==> src/rtl/stw_agu.sv <==
module stw_agu #(
  parameter int W    = 16,
  parameter int OFFW = 5,
  parameter int RNW  = 3
) (
  input  logic           clk,
  input  logic           rst_n,
  input  logic           start,
  output logic           ready_o,
  input  logic [1:0]     mode,
  input  logic [W-1:0]   base,
  input  logic [W-1:0]   index,
  input  logic [W-1:0]   src,
  input  logic [RNW-1:0] idx_sel,
  input  logic [RNW-1:0] src_sel,
  input  logic [OFFW-1:0] offs,
  output logic           mem_wr,
  output logic [W-1:0]   mem_addr,
  output logic [W-1:0]   mem_data,
  input  logic           mem_ready,
  output logic           done,
  output logic           wb_en,
  output logic [RNW-1:0] wb_sel,
  output logic [W-1:0]   wb_data
);

  localparam logic [1:0]   M_OFF  = 2'd0;
  localparam logic [1:0]   M_DEC  = 2'd3;
  localparam logic [W-1:0] STEP   = W'(2);

  logic           pend;
  logic           upd_q;
  logic [W-1:0]   addr_q, data_q, wbv_q;
  logic [RNW-1:0] sel_q;

  wire           accept  = start && !pend;
  wire [W-1:0]   off_ext = {{(W-OFFW){1'b0}}, offs};
  wire [W-1:0]   sum     = base + ((mode == M_OFF) ? off_ext : index);
  wire [W-1:0]   eff     = (mode == M_DEC) ? sum - STEP : sum;
  wire [W-1:0]   idx_nxt = mode[0] ? index - STEP : index + STEP;
  wire           same    = (mode != M_OFF) && (idx_sel == src_sel);
  wire [W-1:0]   wdata   = same ? index : src;
  wire           upd     = mode[1] && (idx_sel != '0);

  always_ff @(posedge clk or negedge rst_n) begin
    if (!rst_n) begin
      pend   <= 1'b0;
      upd_q  <= 1'b0;
      addr_q <= '0;
      data_q <= '0;
      wbv_q  <= '0;
      sel_q  <= '0;
    end else if (accept) begin
      pend   <= 1'b1;
      upd_q  <= upd;
      addr_q <= eff;
      data_q <= wdata;
      wbv_q  <= idx_nxt;
      sel_q  <= idx_sel;
    end else if (pend && mem_ready) begin
      pend   <= 1'b0;
    end
  end

  assign ready_o  = !pend;
  assign mem_wr   = pend;
  assign mem_addr = addr_q;
  assign mem_data = data_q;
  assign done     = pend && mem_ready;
  assign wb_en    = done && upd_q;
  assign wb_sel   = sel_q;
  assign wb_data  = wbv_q;


  stall_hold_chk: assert property (@(posedge clk) disable iff (!rst_n)
    (mem_wr && !mem_ready) |=> (mem_wr && $stable(mem_addr) && $stable(mem_data)));


  single_strobe_chk: assert property (@(posedge clk) disable iff (!rst_n)
    (mem_wr && mem_ready) |=> !mem_wr);


  accept_issue_chk: assert property (@(posedge clk) disable iff (!rst_n)
    (start && ready_o) |=> mem_wr);


  wb_with_accept_chk: assert property (@(posedge clk) disable iff (!rst_n)
    wb_en |-> (mem_wr && mem_ready && done));


  wb_not_zero_chk: assert property (@(posedge clk) disable iff (!rst_n)
    wb_en |-> (wb_sel != '0));


  busy_excl_chk: assert property (@(posedge clk) disable iff (!rst_n)
    !(ready_o && mem_wr));

endmodule

==> config.mk <==
export PLATFORM = sky130hd
export DESIGN_NAME = stw_agu
export DESIGN_NICKNAME = d
export VERILOG_FILES = /design/src/rtl/stw_agu.sv
export SDC_FILE = /design/constraint.sdc
export NUM_CORES = 1
export LEC_CHECK = 0
export ABC_CLOCK_PERIOD_IN_PS = 3290
export BUFFER_PORTS_ARGS = -buffer_cell sky130_fd_sc_hd__buf_2
export CAP_MARGIN = 10
export CELL_PAD_IN_SITES_DETAIL_PLACEMENT = 0
export CELL_PAD_IN_SITES_GLOBAL_PLACEMENT = 1
export CORE_ASPECT_RATIO = 0.6
export CORE_MARGIN = 2
export CORE_UTILIZATION = 42
export CTS_CLUSTER_SIZE = 10
export DETAILED_ROUTE_END_ITERATION = 8
export PLACE_DENSITY = 0.85
export SYNTH_ARGS = -nofsm -noshare
export SYNTH_HDL_FRONTEND = slang
export SYNTH_SLANG_ARGS = --single-unit
export TNS_END_PERCENT = 30
==> constraint.sdc <==
create_clock -name clk -period 3.29 [get_ports clk]
set_input_delay 0 -clock clk [delete_from_list [all_inputs] [get_ports clk]]
set_output_delay 0 -clock clk [all_outputs]
set_load 0.005 [all_outputs]
== Word level (Yosys, flattened, before mapping) ==
Cells that the tools add are included.

* Register bits: 53
* Bits in latches: 0
* Memory bits (writable): 0
* ROM bits: 0
* Input port bits: 65
* Output and inout bits: 55
* Memories kept: 0

* Add/subtract/negate cells: 4
* Multipliers: 0
* Divide/modulo/power cells: 0
* Order comparisons: 0
* Eq/ne operators: 2
* Shift-type cells: 0
* Mux-type cells: 6
* Bitwise logic cells: 0
* Reduce and logical (&&, ||, !) cells: 10

{| class="wikitable"
|+ Operators by type and width
! operator !! number
|-
| 16-bit two-way mux || 4
|-
| 16-bit by 2-bit subtractor with 16-bit output (second input constant) || 2
|-
| 16-bit adder || 1
|-
| 16-bit by 2-bit adder with 16-bit output (second input constant) || 1
|-
| 1-bit logical AND || 5
|-
| 2-bit nonzero test || 2
|-
| 3-bit == test || 1
|-
| 3-bit nonzero test || 1
|-
| 2-bit == test (second input constant) || 1
|-
| 2-bit zero test || 1
|-
| 1-bit two-way mux || 2
|-
| 1-bit zero test || 1
|}

== Longest topological paths before layout ==
* Word-level depth: 5
* Gate-level depth with buffers: 15
* Mapped depth without buffers: 14

== Least setup slack after synthesis ==
No wires, ideal clock.

* Path type: input -> register
* Start point: input mode[0]
* End point: register addr_q[14], in the netlist mem_addr[14]
* Library setup time: 0.125 ns
* Arrival time: 2.954 ns
* Slack: 0.211 ns
* Stages: 14
* Path through: buf_2 > nor2_1 > mux2_2 > ha_1 > inv_1 > fa_1 > nand3b_1 > a21o_1 > a211oi_1 > nor4_1 > o221a_4 > nor4_2 > xnor2_1 > mux2_2

* Longest elaborated chain between the ends: 5
* Elaborated cells on any way between the ends: 6
* Those cells by class: 2 x add/sub; 1 x eq/ne; 2 x mux; 1 x reduce/logical

{| class="wikitable"
|+ Ends and longest elaborated chain
! element !! line !! text
|-
| from (decl) || 10 || <nowiki>input logic [1:0] mode,</nowiki>
|-
| 2-bit zero test || 38 || <nowiki>wire [W-1:0] sum = base + ((mode == M_OFF) ? off_ext : index);</nowiki>
|-
| 16-bit two-way mux || 38 ||
|-
| 16-bit adder || 38 ||
|-
| 16-bit by 2-bit subtractor with 16-bit output || 39 || <nowiki>wire [W-1:0] eff = (mode == M_DEC) ? sum - STEP : sum;</nowiki>
|-
| 16-bit two-way mux * || 39 ||
|-
| to (signal assigned) || 49 || <nowiki>addr_q <= '0;</nowiki>
|-
| to (signal assigned) || 56 || <nowiki>addr_q <= eff;</nowiki>
|-
| to (decl) || 33 || <nowiki>logic [W-1:0] addr_q, data_q, wbv_q;</nowiki>
|}

Mark *: on every way between the ends. The rest lies on a longest branch, timed or not.
A chain may end at the register's enable or synchronous reset.

== Worst setup path after layout ==
* Start point: input index[0]
* End point: register addr_q[14], in the netlist mem_addr[14]

* Longest elaborated chain between the ends: 4

{| class="wikitable"
|+ Ends and longest elaborated chain
! element !! line !! text
|-
| from (decl) || 12 || <nowiki>input logic [W-1:0] index,</nowiki>
|-
| 16-bit two-way mux * || 38 ||
|-
| 16-bit adder * || 38 ||
|-
| 16-bit by 2-bit subtractor with 16-bit output || 39 ||
|-
| 16-bit two-way mux * || 39 ||
|}

Marks and branches as above.

==> impl_metrics.json <==
{
  "internal_power_mw": 1.541,
  "dp_hpwl_um": 9390,
  "syn_area_per_cell_um2": 8.794,
  "fillCellCount": 878,
  "diodes": 0,
  "cts.path.max_buffers": 2,
  "leakagePower_nw": 2.427,
  "multi_input_area_um2": 2584,
  "syn-cell-area_um2": 4054,
  "drv_slew": 0,
  "ir_worst_vdd_uv": 240.3,
  "powerDensity_nw_per_um2": 477.4,
  "synth-edff-count": 0,
  "antenna_found_initial": 0,
  "routabilityCongestion": 0.9301,
  "first_pass_iters": 4,
  "die_w_um": 130.8,
  "final_cell_mix": "buf_2 (119), nand2_1 (59), o21ai_0 (56)",
  "cts_tree": "built",
  "ios": 120,
  "syn_to_final_growth_pct": 25.00,
  "cp-end-kind": "flip-flop",
  "synth_flop_cell": "dfrtp_1",
  "clk_latency_ns": 0.30,
  "syn_nets": 558,
  "crit_fanout": 5,
  "rsz0062_at_grt": "false",
  "cp.arrival_ns": 3.24,
  "vias": 3873,
  "drive_gt1_frac": 0.2835,
  "ant_nets": 0,
  "worst_pin_slew_ns": 0.7180,
  "drt_wl_total_um": 11690,
  "async_reset_ff_frac": 1.000,
  "drv_cap": 0,
  "die_height_um": 80.10,
  "core_um2": 9290,
  "path_clk_slew_ns": 0.08,
  "final_net_count": 685,
  "seq_area_um2": 1326,
  "ys_warn_count": 0,
  "vias_per_cell": 5.387,
  "fin_crit_ns": 3.061,
  "outcome": "finished clean",
  "path_class": "input pin to flip-flop",
  "initial_core_util": 0.4364,
  "p_sw_frac": 0.3630,
  "port-buffer-count": 119,
  "crit_required_ns": 3.47,
  "slew_headroom": 0.5197,
  "p_comb_frac": 0.395,
  "numCtsBuffers": 5,
  "synth_sequential_area_ratio": 0.3272,
  "hold_viol_final": 0,
  "grt_max_degree": 43,
  "synth-seq-cells": 53,
  "drt-initial-drc-count": 285,
  "cts-root-buf": "clkbuf_16",
  "numClockSinks": 53,
  "pwr-share-clk": 0.225,
  "routedWlPerCell_um": 16.25,
  "std_cell_rows": 27,
  "critPathLaunchType": "input pin",
  "finalCritPeriodShare": 0.9304,
  "grt_overflow": 0,
  "synth_cell_types": 60,
  "synthCells": 461,
  "p_seq_frac": 0.380,
  "final_common_cell": "buf_2",
  "die_area_um2": 10480,
  "drc": 0,
  "grt_pass1_wl_um": 18690,
  "fmax_mhz": 326.7,
  "fin_skew_ns": 0.005258,
  "setup_viol": 0,
  "whs_ns": 0.002766,
  "tns_ns": 0,
  "grt_usage": 0.2316,
  "cts_htree_levels": 2,
  "hp-class": "input pin to flip-flop",
  "p_switching_mw": 0.8780,
  "grt_pass1_vias": 3664
}
## power groups by stage
stage | registers, mW | logic, mW | clock network [mW]
4_1_cts | 0.918 | 0.953 | 0.554
5_1_grt | 0.941 | 1.07 | 0.580
3_5_place_dp | 0.928 | 0.943 | 0
3_3_place_gp | 0.920 | 0.928 | 0
6_report | 0.918 | 0.956 | 0.545
2_1_floorplan | 0.936 | 0.538 | 0
## sequential cells by signal, indices dropped and copies added, names as in the netlist
name	cells
upd_q	1
wb_data	16
wb_sel	3
mem_wr	1
mem_data	16
mem_addr	16
## path summary, 6_finish.rpt
check,from,cells after the start,end,slack (ns)
setup / recovery,index[0],14,mem_addr[14],0.23
hold / removal,src[5],3,mem_data[5],0.003
setup reg to reg,mem_wr,4,wb_data[0],1.41
hold reg to reg,mem_addr[12],2,mem_addr[12],0.48
max in group asynchronous,rst_n,3,wb_data[15],2.21
min in group asynchronous,rst_n,2,wb_data[12],0.24
## critical path, cell delays in order
cell,delay [ns]
dlygate4sd3_1,0.53
buf_2,0.13
mux2_2,0.14
ha_1,0.17
inv_1,0.06
fa_1,0.39
nand3b_1,0.23
a21o_1,0.28
a221o_1,0.37
a211o_1,0.32
nand4_1,0.15
nor4_2,0.07
xnor2_1,0.14
mux2_2,0.26
## cells by family (layout without fill, tap and decap cells)
kind of cell	after synthesis	in the layout	synth area share
buffers and inverters	42	170	0.04105
flip-flops	53	53	0.3272
XOR/XNOR	35	35	0.07747
adder cells (fa/ha/maj)	32	32	0.1025
AO/OA/AOI/OAI	127	127	0.2096
multiplexers	25	25	0.06451
AND/OR/NAND/NOR	147	147	0.1778
## synthesized netlist by cell type (2+ instances only)
cell,instances,area share
and3_1,6,0.0093
o211ai_1,6,0.011
a311oi_1,2,0.0043
o21ai_0,56,0.069
o31ai_1,5,0.0093
clkbuf_1,13,0.012
dfrtp_1,53,0.33
o21a_1,4,0.0074
fa_1,2,0.0099
o221a_4,2,0.0099
nor2b_1,13,0.020
nand3_1,7,0.0086
a21boi_0,2,0.0037
nand2b_1,2,0.0031
nor4_2,2,0.0062
a21oi_1,18,0.022
nor3_1,10,0.012
or3_1,4,0.0062
a211o_1,2,0.0043
inv_1,24,0.022
a21o_1,7,0.013
buf_2,4,0.0049
mux2i_1,16,0.040
xnor2_1,21,0.045
nand4_1,3,0.0046
mux2_2,9,0.025
nor4_1,5,0.0077
ha_1,30,0.093
nand2_1,60,0.056
a211oi_1,4,0.0074
xor2_1,13,0.028
and2_1,3,0.0046
nor2_1,25,0.023
o221ai_1,2,0.0043
## cell type report
type,instances,share of cell area
Multi-Input combinational cell,366,0.5099
Clock buffer,5,0.02469
Timing Repair Buffer,138,0.1496
Tap cell,130,0.03210
Inverter,24,0.01778
Sequential cell,53,0.2617
Clock inverter,3,0.004198
## through the flow
stage          power (mW)  setup WS [ns]  area [µm²]  instances  utilization
3_3_place_gp        1.848         0.1716        4822        702       0.5191
3_5_place_dp        1.871        0.06215        4822        702       0.5191
4_1_cts             2.425         0.2062        5049        718       0.5434
5_1_grt             2.593        0.06088        5067        719       0.5455
2_1_floorplan       1.474         0.2110        4054        461            -
6_report            2.419         0.2288        5067        719       0.5455
## what timing repair did
item	4_1_cts	5_1_grt
endpoints found under the hold margin	27	0
buffers inserted	0	1
hold buffers	8	0
endpoints found under the setup margin	0	2
gates resized for setup	0	2
## metal layers
metal	global-route usage	vias up	part of all wire
li1	-	1900	-
met1	0.3521	1797	0.51
met2	0.3401	162	0.40
met3	0.04597	14	0.081
met4	0.04255	0	0.011
met5	0	-	0
No activity file was read; power rests on OpenSTA's default activity.
